**src/rtl/spi_fsr_pkg.sv**
```systemverilog
package spi_fsr_pkg;
  localparam int REG_W  = 16;
  localparam int CNT_W  = 4;
  localparam int FLAG_W = 6;

  // status word flag positions
  localparam int FL_RX_DATA   = 0;
  localparam int FL_RX_OVER   = 1;
  localparam int FL_TX_ROOM   = 2;
  localparam int FL_TX_UNDER  = 3;
  localparam int FL_QUEUE_END = 4;
  localparam int FL_XFER_DONE = 5;

  // select-and-enable bit numbers, MSB-first
  localparam int EN_XFER_DONE  = 0;
  localparam int EN_QUEUE_END  = 3;
  localparam int EN_TX_UNDER   = 4;
  localparam int EN_TX_ROOM    = 6;
  localparam int SEL_TX_ROOM   = 7;
  localparam int EN_RX_OVER    = 12;
  localparam int EN_RX_DATA    = 14;
  localparam int SEL_RX_DATA   = 15;

  function automatic int msb_pos(input int n);
    return REG_W - 1 - n;
  endfunction

  function automatic logic [REG_W-1:0] writable_mask();
    logic [REG_W-1:0] m;
    m = '0;
    m[msb_pos(EN_XFER_DONE)] = 1'b1;
    m[msb_pos(EN_QUEUE_END)] = 1'b1;
    m[msb_pos(EN_TX_UNDER)]  = 1'b1;
    m[msb_pos(EN_TX_ROOM)]   = 1'b1;
    m[msb_pos(SEL_TX_ROOM)]  = 1'b1;
    m[msb_pos(EN_RX_OVER)]   = 1'b1;
    m[msb_pos(EN_RX_DATA)]   = 1'b1;
    m[msb_pos(SEL_RX_DATA)]  = 1'b1;
    return m;
  endfunction

  function automatic logic [CNT_W-1:0] ptr_step(input logic [CNT_W-1:0] p, input int depth);
    return (int'(p) == depth - 1) ? '0 : p + 1'b1;
  endfunction

  function automatic logic [CNT_W-1:0] cnt_apply(input logic [CNT_W-1:0] c,
                                                 input logic inc, input logic dec);
    return c + CNT_W'(inc) - CNT_W'(dec);
  endfunction
endpackage

```
**src/rtl/spi_fsr_tx_track.sv**
```systemverilog
module spi_fsr_tx_track
  import spi_fsr_pkg::*;
#(
  parameter int DEPTH = 4
) (
  input  logic             clk,
  input  logic             rst_n,
  input  logic             push,
  input  logic             shift,
  output logic [CNT_W-1:0] cnt,
  output logic [CNT_W-1:0] nxt_ptr,
  output logic             take_ev,
  output logic             under_ev,
  output logic             drain_ev
);
  localparam logic [CNT_W-1:0] DEPTH_C = CNT_W'(DEPTH);

  logic [CNT_W-1:0] cnt_q, ptr_q;
  logic             push_ok;

  assign push_ok  = push && (cnt_q < DEPTH_C);
  assign take_ev  = shift && (cnt_q != '0);
  assign under_ev = shift && (cnt_q == '0);
  assign drain_ev = take_ev && (cnt_q == CNT_W'(1));

  always_ff @(posedge clk or negedge rst_n) begin
    if (!rst_n) begin
      cnt_q <= '0;
      ptr_q <= '0;
    end else begin
      cnt_q <= cnt_apply(cnt_q, push_ok, take_ev);
      if (take_ev) ptr_q <= ptr_step(ptr_q, DEPTH);
    end
  end

  assign cnt     = cnt_q;
  assign nxt_ptr = ptr_q;
endmodule

```
**src/rtl/spi_fsr_rx_track.sv**
```systemverilog
module spi_fsr_rx_track
  import spi_fsr_pkg::*;
#(
  parameter int DEPTH = 4
) (
  input  logic             clk,
  input  logic             rst_n,
  input  logic             frame_done,
  input  logic             pop,
  output logic [CNT_W-1:0] cnt,
  output logic [CNT_W-1:0] pop_ptr,
  output logic             store_ev,
  output logic             over_ev,
  output logic             pop_ev
);
  localparam logic [CNT_W-1:0] DEPTH_C = CNT_W'(DEPTH);

  logic [CNT_W-1:0] cnt_q, ptr_q;

  assign store_ev = frame_done && (cnt_q < DEPTH_C);
  assign over_ev  = frame_done && (cnt_q >= DEPTH_C);
  assign pop_ev   = pop && (cnt_q != '0);

  always_ff @(posedge clk or negedge rst_n) begin
    if (!rst_n) begin
      cnt_q <= '0;
      ptr_q <= '0;
    end else begin
      cnt_q <= cnt_apply(cnt_q, store_ev, pop_ev);
      if (pop_ev) ptr_q <= ptr_step(ptr_q, DEPTH);
    end
  end

  assign cnt     = cnt_q;
  assign pop_ptr = ptr_q;
endmodule

```
**src/rtl/spi_fsr_router.sv**
```systemverilog
module spi_fsr_router
  import spi_fsr_pkg::*;
(
  input  logic [FLAG_W-1:0] flag,
  input  logic [FLAG_W-1:0] flag_en,
  input  logic [FLAG_W-1:0] flag_dma,
  output logic [FLAG_W-1:0] irq_src,
  output logic              dma_tx,
  output logic              dma_rx,
  output logic              irq
);
  for (genvar i = 0; i < FLAG_W; i++) begin : g_route
    assign irq_src[i] = flag[i] & flag_en[i] & ~flag_dma[i];
  end

  assign irq    = |irq_src;
  assign dma_tx = flag[FL_TX_ROOM] & flag_en[FL_TX_ROOM] & flag_dma[FL_TX_ROOM];
  assign dma_rx = flag[FL_RX_DATA] & flag_en[FL_RX_DATA] & flag_dma[FL_RX_DATA];
endmodule

```
**src/rtl/spi_fifo_status_router.sv**
```systemverilog
module spi_fifo_status_router
  import spi_fsr_pkg::*;
#(
  parameter int DEPTH = 4
) (
  input  logic        clk,
  input  logic        rst_n,
  input  logic        running,
  input  logic        reg_wr,
  input  logic        reg_addr,
  input  logic [15:0] reg_wdata,
  output logic [15:0] reg_rdata,
  input  logic        tx_push,
  input  logic        tx_to_shift,
  input  logic        rx_frame_done,
  input  logic        rx_pop,
  input  logic        dma_ack,
  output logic [3:0]  tx_count,
  output logic [3:0]  tx_next_ptr,
  output logic [3:0]  rx_count,
  output logic [3:0]  pop_next_ptr,
  output logic [5:0]  flags,
  output logic        dma_tx_req,
  output logic        dma_rx_req,
  output logic        irq
);
  localparam logic [REG_W-1:0] EN_MASK = writable_mask();
  localparam logic [CNT_W-1:0] DEPTH_C = CNT_W'(DEPTH);

  logic [REG_W-1:0]  en_q;
  logic              en_wr, stat_wr;
  logic [FLAG_W-1:0] w1c, sticky_set, sticky_q, flag_vec;
  logic [FLAG_W-1:0] flag_en, flag_dma, irq_src;
  logic              tx_take_ev, tx_under_ev, tx_drain_ev;
  logic              rx_store_ev, rx_over_ev, rx_pop_ev;
  logic [CNT_W-1:0]  tx_cnt, tx_ptr, rx_cnt, rx_ptr;

  assign en_wr   = reg_wr && !reg_addr && !running;
  assign stat_wr = reg_wr && reg_addr;
  assign w1c     = stat_wr ? reg_wdata[FLAG_W-1:0] : '0;

  spi_fsr_tx_track #(.DEPTH(DEPTH)) tx_i (
    .clk(clk), .rst_n(rst_n), .push(tx_push), .shift(tx_to_shift),
    .cnt(tx_cnt), .nxt_ptr(tx_ptr),
    .take_ev(tx_take_ev), .under_ev(tx_under_ev), .drain_ev(tx_drain_ev)
  );

  spi_fsr_rx_track #(.DEPTH(DEPTH)) rx_i (
    .clk(clk), .rst_n(rst_n), .frame_done(rx_frame_done), .pop(rx_pop),
    .cnt(rx_cnt), .pop_ptr(rx_ptr),
    .store_ev(rx_store_ev), .over_ev(rx_over_ev), .pop_ev(rx_pop_ev)
  );

  always_ff @(posedge clk or negedge rst_n) begin
    if (!rst_n)     en_q <= '0;
    else if (en_wr) en_q <= reg_wdata & EN_MASK;
  end

  // set sources for sticky flags; tx-room is a level, not sticky
  always_comb begin
    sticky_set               = '0;
    sticky_set[FL_XFER_DONE] = rx_frame_done;
    sticky_set[FL_QUEUE_END] = tx_drain_ev;
    sticky_set[FL_TX_UNDER]  = tx_under_ev;
    sticky_set[FL_RX_OVER]   = rx_over_ev;
    sticky_set[FL_RX_DATA]   = (rx_cnt != '0);
  end

  always_ff @(posedge clk or negedge rst_n) begin
    if (!rst_n) begin
      sticky_q <= '0;
    end else begin
      for (int i = 0; i < FLAG_W; i++) begin
        if (i == FL_RX_DATA)
          sticky_q[i] <= sticky_set[i] | (sticky_q[i] & ~(w1c[i] | dma_ack));
        else if (i != FL_TX_ROOM)
          sticky_q[i] <= sticky_set[i] | (sticky_q[i] & ~w1c[i]);
        else
          sticky_q[i] <= 1'b0;
      end
    end
  end

  always_comb begin
    flag_vec             = sticky_q;
    flag_vec[FL_TX_ROOM] = (tx_cnt < DEPTH_C);
  end

  always_comb begin
    flag_en                = '0;
    flag_dma               = '0;
    flag_en[FL_XFER_DONE]  = en_q[msb_pos(EN_XFER_DONE)];
    flag_en[FL_QUEUE_END]  = en_q[msb_pos(EN_QUEUE_END)];
    flag_en[FL_TX_UNDER]   = en_q[msb_pos(EN_TX_UNDER)];
    flag_en[FL_TX_ROOM]    = en_q[msb_pos(EN_TX_ROOM)];
    flag_en[FL_RX_OVER]    = en_q[msb_pos(EN_RX_OVER)];
    flag_en[FL_RX_DATA]    = en_q[msb_pos(EN_RX_DATA)];
    flag_dma[FL_TX_ROOM]   = en_q[msb_pos(SEL_TX_ROOM)];
    flag_dma[FL_RX_DATA]   = en_q[msb_pos(SEL_RX_DATA)];
  end

  spi_fsr_router route_i (
    .flag(flag_vec), .flag_en(flag_en), .flag_dma(flag_dma),
    .irq_src(irq_src), .dma_tx(dma_tx_req), .dma_rx(dma_rx_req), .irq(irq)
  );

  assign reg_rdata    = reg_addr ? {{(REG_W-FLAG_W){1'b0}}, flag_vec} : en_q;
  assign flags        = flag_vec;
  assign tx_count     = tx_cnt;
  assign tx_next_ptr  = tx_ptr;
  assign rx_count     = rx_cnt;
  assign pop_next_ptr = rx_ptr;
endmodule

```
**config.mk**
```make
export PLATFORM = sky130hd
export DESIGN_NAME = spi_fifo_status_router
export DESIGN_NICKNAME = d
export VERILOG_FILES = /design/src/rtl/spi_fsr_pkg.sv /design/src/rtl/spi_fsr_tx_track.sv /design/src/rtl/spi_fsr_rx_track.sv /design/src/rtl/spi_fsr_router.sv /design/src/rtl/spi_fifo_status_router.sv
export SDC_FILE = /design/constraint.sdc
export NUM_CORES = 1
export LEC_CHECK = 0
export ABC_CLOCK_PERIOD_IN_PS = 6100
export BUFFER_PORTS_ARGS = -buffer_cell sky130_fd_sc_hd__clkbuf_2
export CORE_MARGIN = 5
export CORE_UTILIZATION = 45
export DETAILED_ROUTE_END_ITERATION = 12
export MAX_ROUTING_LAYER = met4
export PLACE_DENSITY = 0.87
export SLEW_MARGIN = 20
export SYNTH_ARGS = -nofsm -noshare
export SYNTH_HDL_FRONTEND = slang
export SYNTH_SLANG_ARGS = --single-unit
```
**constraint.sdc**
```tcl
create_clock -name clk -period 6.1 [get_ports clk]
set_clock_uncertainty 0.05 [all_clocks]
set_input_delay 0.305 -clock clk [delete_from_list [all_inputs] [get_ports clk]]
set_output_delay 0.305 -clock clk [all_outputs]
set_load 0.02 [all_outputs]
```
# Word-level counts from Yosys, hierarchy flattened
# Cells that the tools add are included.
# totals
ram_bits,0
latch_bits,0
out_inout_bits,41
register_bits,29
elab_cells,66
mem_count,0
rom_bits,0
# op_classes
order_cmp,3
div,0
reduce_logical,16
shift,0
bitwise_logic,28
add_sub_neg,6
eq_ne,3
muxes,4
multipliers,0
# op_table
op,n
16-bit 2-to-1 mux,1
1-bit bitwise AND,15
1-bit logical AND,10
4-bit by 1-bit adder with 4-bit output,2
"4-bit by 1-bit adder with 4-bit output, second input constant",2
"4-bit by 3-bit equality test with 1-bit output, second input constant",2
"4-bit by 3-bit < comparator with 1-bit output, second input constant",2
4-bit 2-to-1 mux,2
4-bit nonzero test,2
4-bit by 1-bit subtractor with 4-bit output,2
1-bit inverter,7
6-bit 2-to-1 mux,1
1-bit OR,6
6-bit OR reduction,1
"4-bit by 1-bit equality test with 1-bit output, second input constant",1
"4-bit by 3-bit greater-or-equal comparator with 1-bit output, second input constant",1
4-bit logical NOT,1
1-bit logical NOT,2

# Depth between registers and ports, before layout
# depth
word_depth,6
mapped_depth,11

# By module
# A second synthesis with hierarchy kept.
# hier_totals
hier_cells,156
hier_area_um2,1694.1
# modules_own_cells
mod,seq_area_each_um2,cells_each,n_inst,area_each_um2
spi_fifo_status_router,325.3,54,1,653.1
spi_fsr_rx_track,200.2,44,1,486.7
spi_fsr_tx_track,200.2,41,1,476.7
spi_fsr_router,0.0,17,1,77.6

# Worst setup path after synthesis
# No wires, ideal clock.
# synth_timing
path_kind,register to register
start,register tx_i.cnt_q[2] (netlist: tx_i.cnt[2])
end,register tx_i.cnt_q[2] (netlist: tx_i.cnt[2])
path_buffers,0
arrival_ps,2376
t_required_ps,5927
setup_ps,123
path_slack_ps,3552
period_less_slack_ps,2548
stages_incl_launch_ff,12
cell_sequence,dfrtp_1 > inv_1 > ha_1 > nor3b_1 > nand2b_2 > inv_1 > ha_1 > inv_1 > ha_1 > inv_1 > fa_1 > xnor2_1
# synth_via
elab_chain_len,4
word_cells_on_any_way,6
cone_classes,add/sub: 2; order compare: 1; reduce/logical: 3
# synth_lines
element,line,rtl
"start, declared",spi_fsr_tx_track.sv:18,"logic [CNT_W-1:0] cnt_q, ptr_q;"
"start signal, assigned",spi_fsr_tx_track.sv:31,"cnt_q <= cnt_apply(cnt_q, push_ok, take_ev);"
4-bit by 3-bit < comparator with 1-bit output,n/a,
net flags[2],spi_fifo_status_router.sv:22,"output logic [5:0] flags,"
1-bit logical AND,spi_fsr_tx_track.sv:21,assign push_ok = push && (cnt_q < DEPTH_C);
4-bit by 1-bit adder with 4-bit output,spi_fsr_pkg.sv:48,return c + CNT_W'(inc) - CNT_W'(dec);
4-bit by 1-bit subtractor with 4-bit output,spi_fsr_pkg.sv:48,
# The timed path passes the listed nets, and every way through them passes these cells.
# A chain may end at the register's enable or synchronous reset.

# Worst setup path after layout
# layout_timing
start,register rx_i.cnt_q[2] (netlist: rx_i.cnt[2])
end,register rx_i.cnt_q[2] (netlist: rx_i.cnt[2])
# layout_via
word_cells_on_any_way,6
cone_classes,add/sub: 2; order compare: 1; reduce/logical: 3
# layout_lines
element,line,rtl
"start, declared",spi_fsr_rx_track.sv:18,"logic [CNT_W-1:0] cnt_q, ptr_q;"
"start signal, assigned",spi_fsr_rx_track.sv:29,"cnt_q <= cnt_apply(cnt_q, store_ev, pop_ev);"
4-bit nonzero test,spi_fsr_rx_track.sv:22,assign pop_ev = pop && (cnt_q != '0);
1-bit logical AND,spi_fsr_rx_track.sv:22,
net rx_i.pop_ev,spi_fsr_rx_track.sv:14,output logic pop_ev
4-bit by 1-bit subtractor with 4-bit output,spi_fsr_pkg.sv:48,
# The timed path passes the listed nets, and every way through them passes these cells.

==> impl_summary.md <==
Final layout
The net count of the finished layout is 249. The layout-stage area growth over the synthesis result is 23.3%. 0 antenna diodes ended up in the layout.

Summing all flip-flop and latch instances after layout gives between 700 and 800 um2. In the final layout, the multi-input gates occupy 781 um2. The most common library cell in the layout ignoring fill and taps is sky130_fd_sc_hd__clkbuf_2.

Fill cells in the final layout number 300. For this run, the share of the core covered by cells in the final layout is 58.5%. Cells with a size suffix above 1 make up between 30% and 40% of the layout. In the layout the commonest cells are sky130_fd_sc_hd__clkbuf_2, sky130_fd_sc_hd__dfrtp_1, sky130_fd_sc_hd__inv_1, sky130_fd_sc_hd__mux2_2, sky130_fd_sc_hd__ha_1.

Synthesis
Yosys mapped the design onto 29 distinct sky130hd cell types. The fraction of the yosys area taken by sequential cells is between 40 and 50%. The flip-flop and latch count after synthesis is 29. The gate count of the mapped netlist is 148. The average instance area after synthesis is ~11 um2. In this run the cell area of the synthesized design comes to ~1600 um2.

For this run, the number of Yosys warnings is 0.

Power and ir drop
The overall power of the completed layout is approximately 960 uW. The power density over the cells is about 480 nW/um2. VDD sags by at most ~0.25 mV. The reported leakage power is around 1.1 nW.

Placement
The number of port buffers is between 50 and 60. Prior to clock tree synthesis, the placed netlist has a worst setup slack of 3.51 ns. The weighted congestion at the end of routability-driven global placement is 0.839. The half-perimeter wire length of the detailed placement result is about 2700 um.

CTS
CTS built an H-tree with a depth of 2. The root buffer cell is sky130_fd_sc_hd__clkbuf_4. After clock tree synthesis, the clock-pin slew on the worst setup and hold paths is roughly 0.090 ns. The buffer depth of the longest clock path is 2. The TritonCTS buffer count is 5.

Clock latency on the worst-skew pair, taken at its later pin, is approximately 0.31 ns. The number of sinks driven by the clock tree is 29. TritonCTS built the clock tree.

Route
The detailed router placed 1251 vias in this run. The initial detailed-routing violation count is 43. The number of vias per cell after detailed routing is 4.91. The count of nets left with antenna violations once routing finished came out at 0. For this run, design rule violations remaining after detail routing come to 0. In the final routed layout, each cell accounts on average for 13.2 um. The first-pass detailed-route iteration total is 4.

The final wirelength is approximately 3400 um.

Die
The starting density of the core is a little under half. The number of I/O pins is 67. The chip height is ~70 um. The total core area is 3390 um2.

The die covers roughly 4900 um2. In this run the core area contains 21 standard-cell rows. The width of the die is about 70 um.

Setup path
The startpoint type of the worst setup path is a flop. The library cell contributing the largest single delay on the critical path is sky130_fd_sc_hd__nor3b_1. For the worst setup path, the data required time is 6.26 ns. The worst path arrival time is around 2.8 ns. The signal on the critical path passes through inv_1, ha_1, nor3b_1, nand2b_1, inv_1, ha_1, inv_1, ha_1, fa_1, xor2_1.

The critical-path maximum fanout is 4. In this design, the stage delay of the slowest critical-path cell is 0.40 ns. The kind of critical path is flop to flop. Together, buffers and inverters on the worst path number 3. The worst setup path is captured at a flop. The critical path's top delay family is adder cells.

Timing
The worst hold margin is roughly 0.14 ns. Setup repair after global routing left no endpoint under its margin. In the finished design, the share of the clock period the worst path needs comes to between 40% and 50%. The final worst slack is around 3.5 ns. The total of endpoints with negative setup slack in the final report is 0. The worst path needs roughly 2.6 ns of the cycle, external delays included. The final-report max-slew violation count is 0. The slew of the pin with the lowest slew margin is 0.709 ns. The worst slew margin relative to its limit is a little over half.

The number of hold-slack violations in the final timing report was 0. For this run, the top clock speed supported by timing is roughly 380 MHz. Summed over all failing endpoints, the final setup total negative slack is 0 ns.

Flow run
The tool flagged a number of max-cap violations equal to 0.

Global route
The pin count of the biggest net entering global routing is 30. The via count of the first global-routing pass came to roughly 1200. In the global route stage, overall resource usage came out at ~15%.

The total congestion overflow after global routing is 0. The first global-routing pass estimated between 5000 and 6000 um of wire. The initial antenna violation count is 0.

Status
The run finished with clean final reports.

Hold path
The worst min-delay path class is input port to flop.
## worst reg2reg max path, delay by kind of cell (launching register included)
family	cells	cell delay (ns)
buf+inv	3	0.21
simple gates	2	0.64
xor+xnor	1	0.17
fa+ha+maj	4	1.04
flops	1	0.38
## logic make-up after synthesis
kind of cell	after synthesis	synth area share, %
other	1	0.233
buffers and inverters	24	7.24
XOR/XNOR	6	3.27
adder cells (fa/ha/maj)	15	12.6
AO/OA/AOI/OAI	16	5.99
AND/OR/NAND/NOR	42	15.0
multiplexers	15	10.5
flip-flops	29	45.1
## per-layer routing
layer / vias up / part of all wire, % / GRT usage, %
li1: 608 / - / -
met1: 589 / 42 / 17.2
met2: 50 / 49 / 23.5
met3: 4 / 7.5 / 4.49
met4: 0 / 1.4 / 5.74
met5: - / 0 / -
## state kept, by name (all words and copies together) (netlist names)
signal and count:
en_q 8, rx_i.cnt 4, rx_i.pop_ptr 4, sticky_q 5
tx_i.cnt 4, tx_i.nxt_ptr 4
## final timing paths
kind                       cells after the start              end            start  slack, ns
setup / recovery                              10      rx_i.cnt[2]      rx_i.cnt[2]       3.50
hold / removal                                 3      sticky_q[5]    rx_frame_done       0.14
setup reg to reg                              10      rx_i.cnt[2]      rx_i.cnt[2]       3.50
hold reg to reg                                1  rx_i.pop_ptr[3]  rx_i.pop_ptr[3]       0.48
max in group asynchronous                      2      tx_i.cnt[0]            rst_n       5.02
min in group asynchronous                      2  rx_i.pop_ptr[3]            rst_n       0.51
## through the flow
| step | cell area (um2) | cells |
|---|---|---|
| floorplan | 1620 | 152 |
| global placement | 1900 | 246 |
| detailed placement | 1900 | 246 |
| CTS | 1980 | 255 |
| global route | 1980 | 255 |
| finish | 1980 | 255 |
## cells in the mapped netlist
cell type	count	area share, %
sky130_fd_sc_hd__nand3b_1	3	1.4
sky130_fd_sc_hd__a22o_1	1	0.54
sky130_fd_sc_hd__and3_1	2	0.78
sky130_fd_sc_hd__nand2b_2	1	0.54
sky130_fd_sc_hd__nor3b_1	2	0.93
sky130_fd_sc_hd__xor2_1	5	2.7
sky130_fd_sc_hd__conb_1	1	0.23
sky130_fd_sc_hd__nand2_1	10	2.3
sky130_fd_sc_hd__buf_4	5	2.3
sky130_fd_sc_hd__mux2_2	15	11
sky130_fd_sc_hd__a21o_1	2	0.93
sky130_fd_sc_hd__nand2b_1	1	0.39
sky130_fd_sc_hd__clkbuf_1	1	0.23
sky130_fd_sc_hd__xnor2_1	1	0.54
sky130_fd_sc_hd__nor2_1	4	0.93
sky130_fd_sc_hd__nand3_1	6	1.9
sky130_fd_sc_hd__nor3b_4	1	1.2
sky130_fd_sc_hd__dfrtp_1	29	45
sky130_fd_sc_hd__nor2b_1	5	1.9
sky130_fd_sc_hd__and2_1	5	1.9
sky130_fd_sc_hd__nand4_1	2	0.78
sky130_fd_sc_hd__fa_1	2	2.5
sky130_fd_sc_hd__buf_6	1	0.70
sky130_fd_sc_hd__o21ai_0	7	2.2
sky130_fd_sc_hd__ha_1	13	10
sky130_fd_sc_hd__a221oi_1	1	0.54
sky130_fd_sc_hd__inv_1	17	4.0
sky130_fd_sc_hd__o221ai_1	1	0.54
sky130_fd_sc_hd__a21oi_1	4	1.2
## report_power, final
group / total [mW] / switching [mW] / internal, mW / leakage, nW
registers: 0.344 / 0.0736 / 0.270 / 0.339
clock network: 0.132 / 0.0649 / 0.0668 / 0.0413
logic: 0.483 / 0.281 / 0.202 / 0.670
## area by class of cell
class | instances | area share (%)
Timing Repair Buffer | 56 | 14.4
Multi-Input combinational cell | 99 | 39.4
Tap cell | 46 | 2.90
Sequential cell | 29 | 36.6
Inverter | 17 | 3.22
Clock buffer | 7 | 3.28
Clock inverter | 1 | 0.252
## repair_timing
item | 4_1_cts | 5_1_grt
hold buffers | 1 | 0
resized for setup | 0 | 0
endpoints found under the hold margin | 29 | 0
buffers inserted | 0 | 0
(Power assumes the default switching activity.)
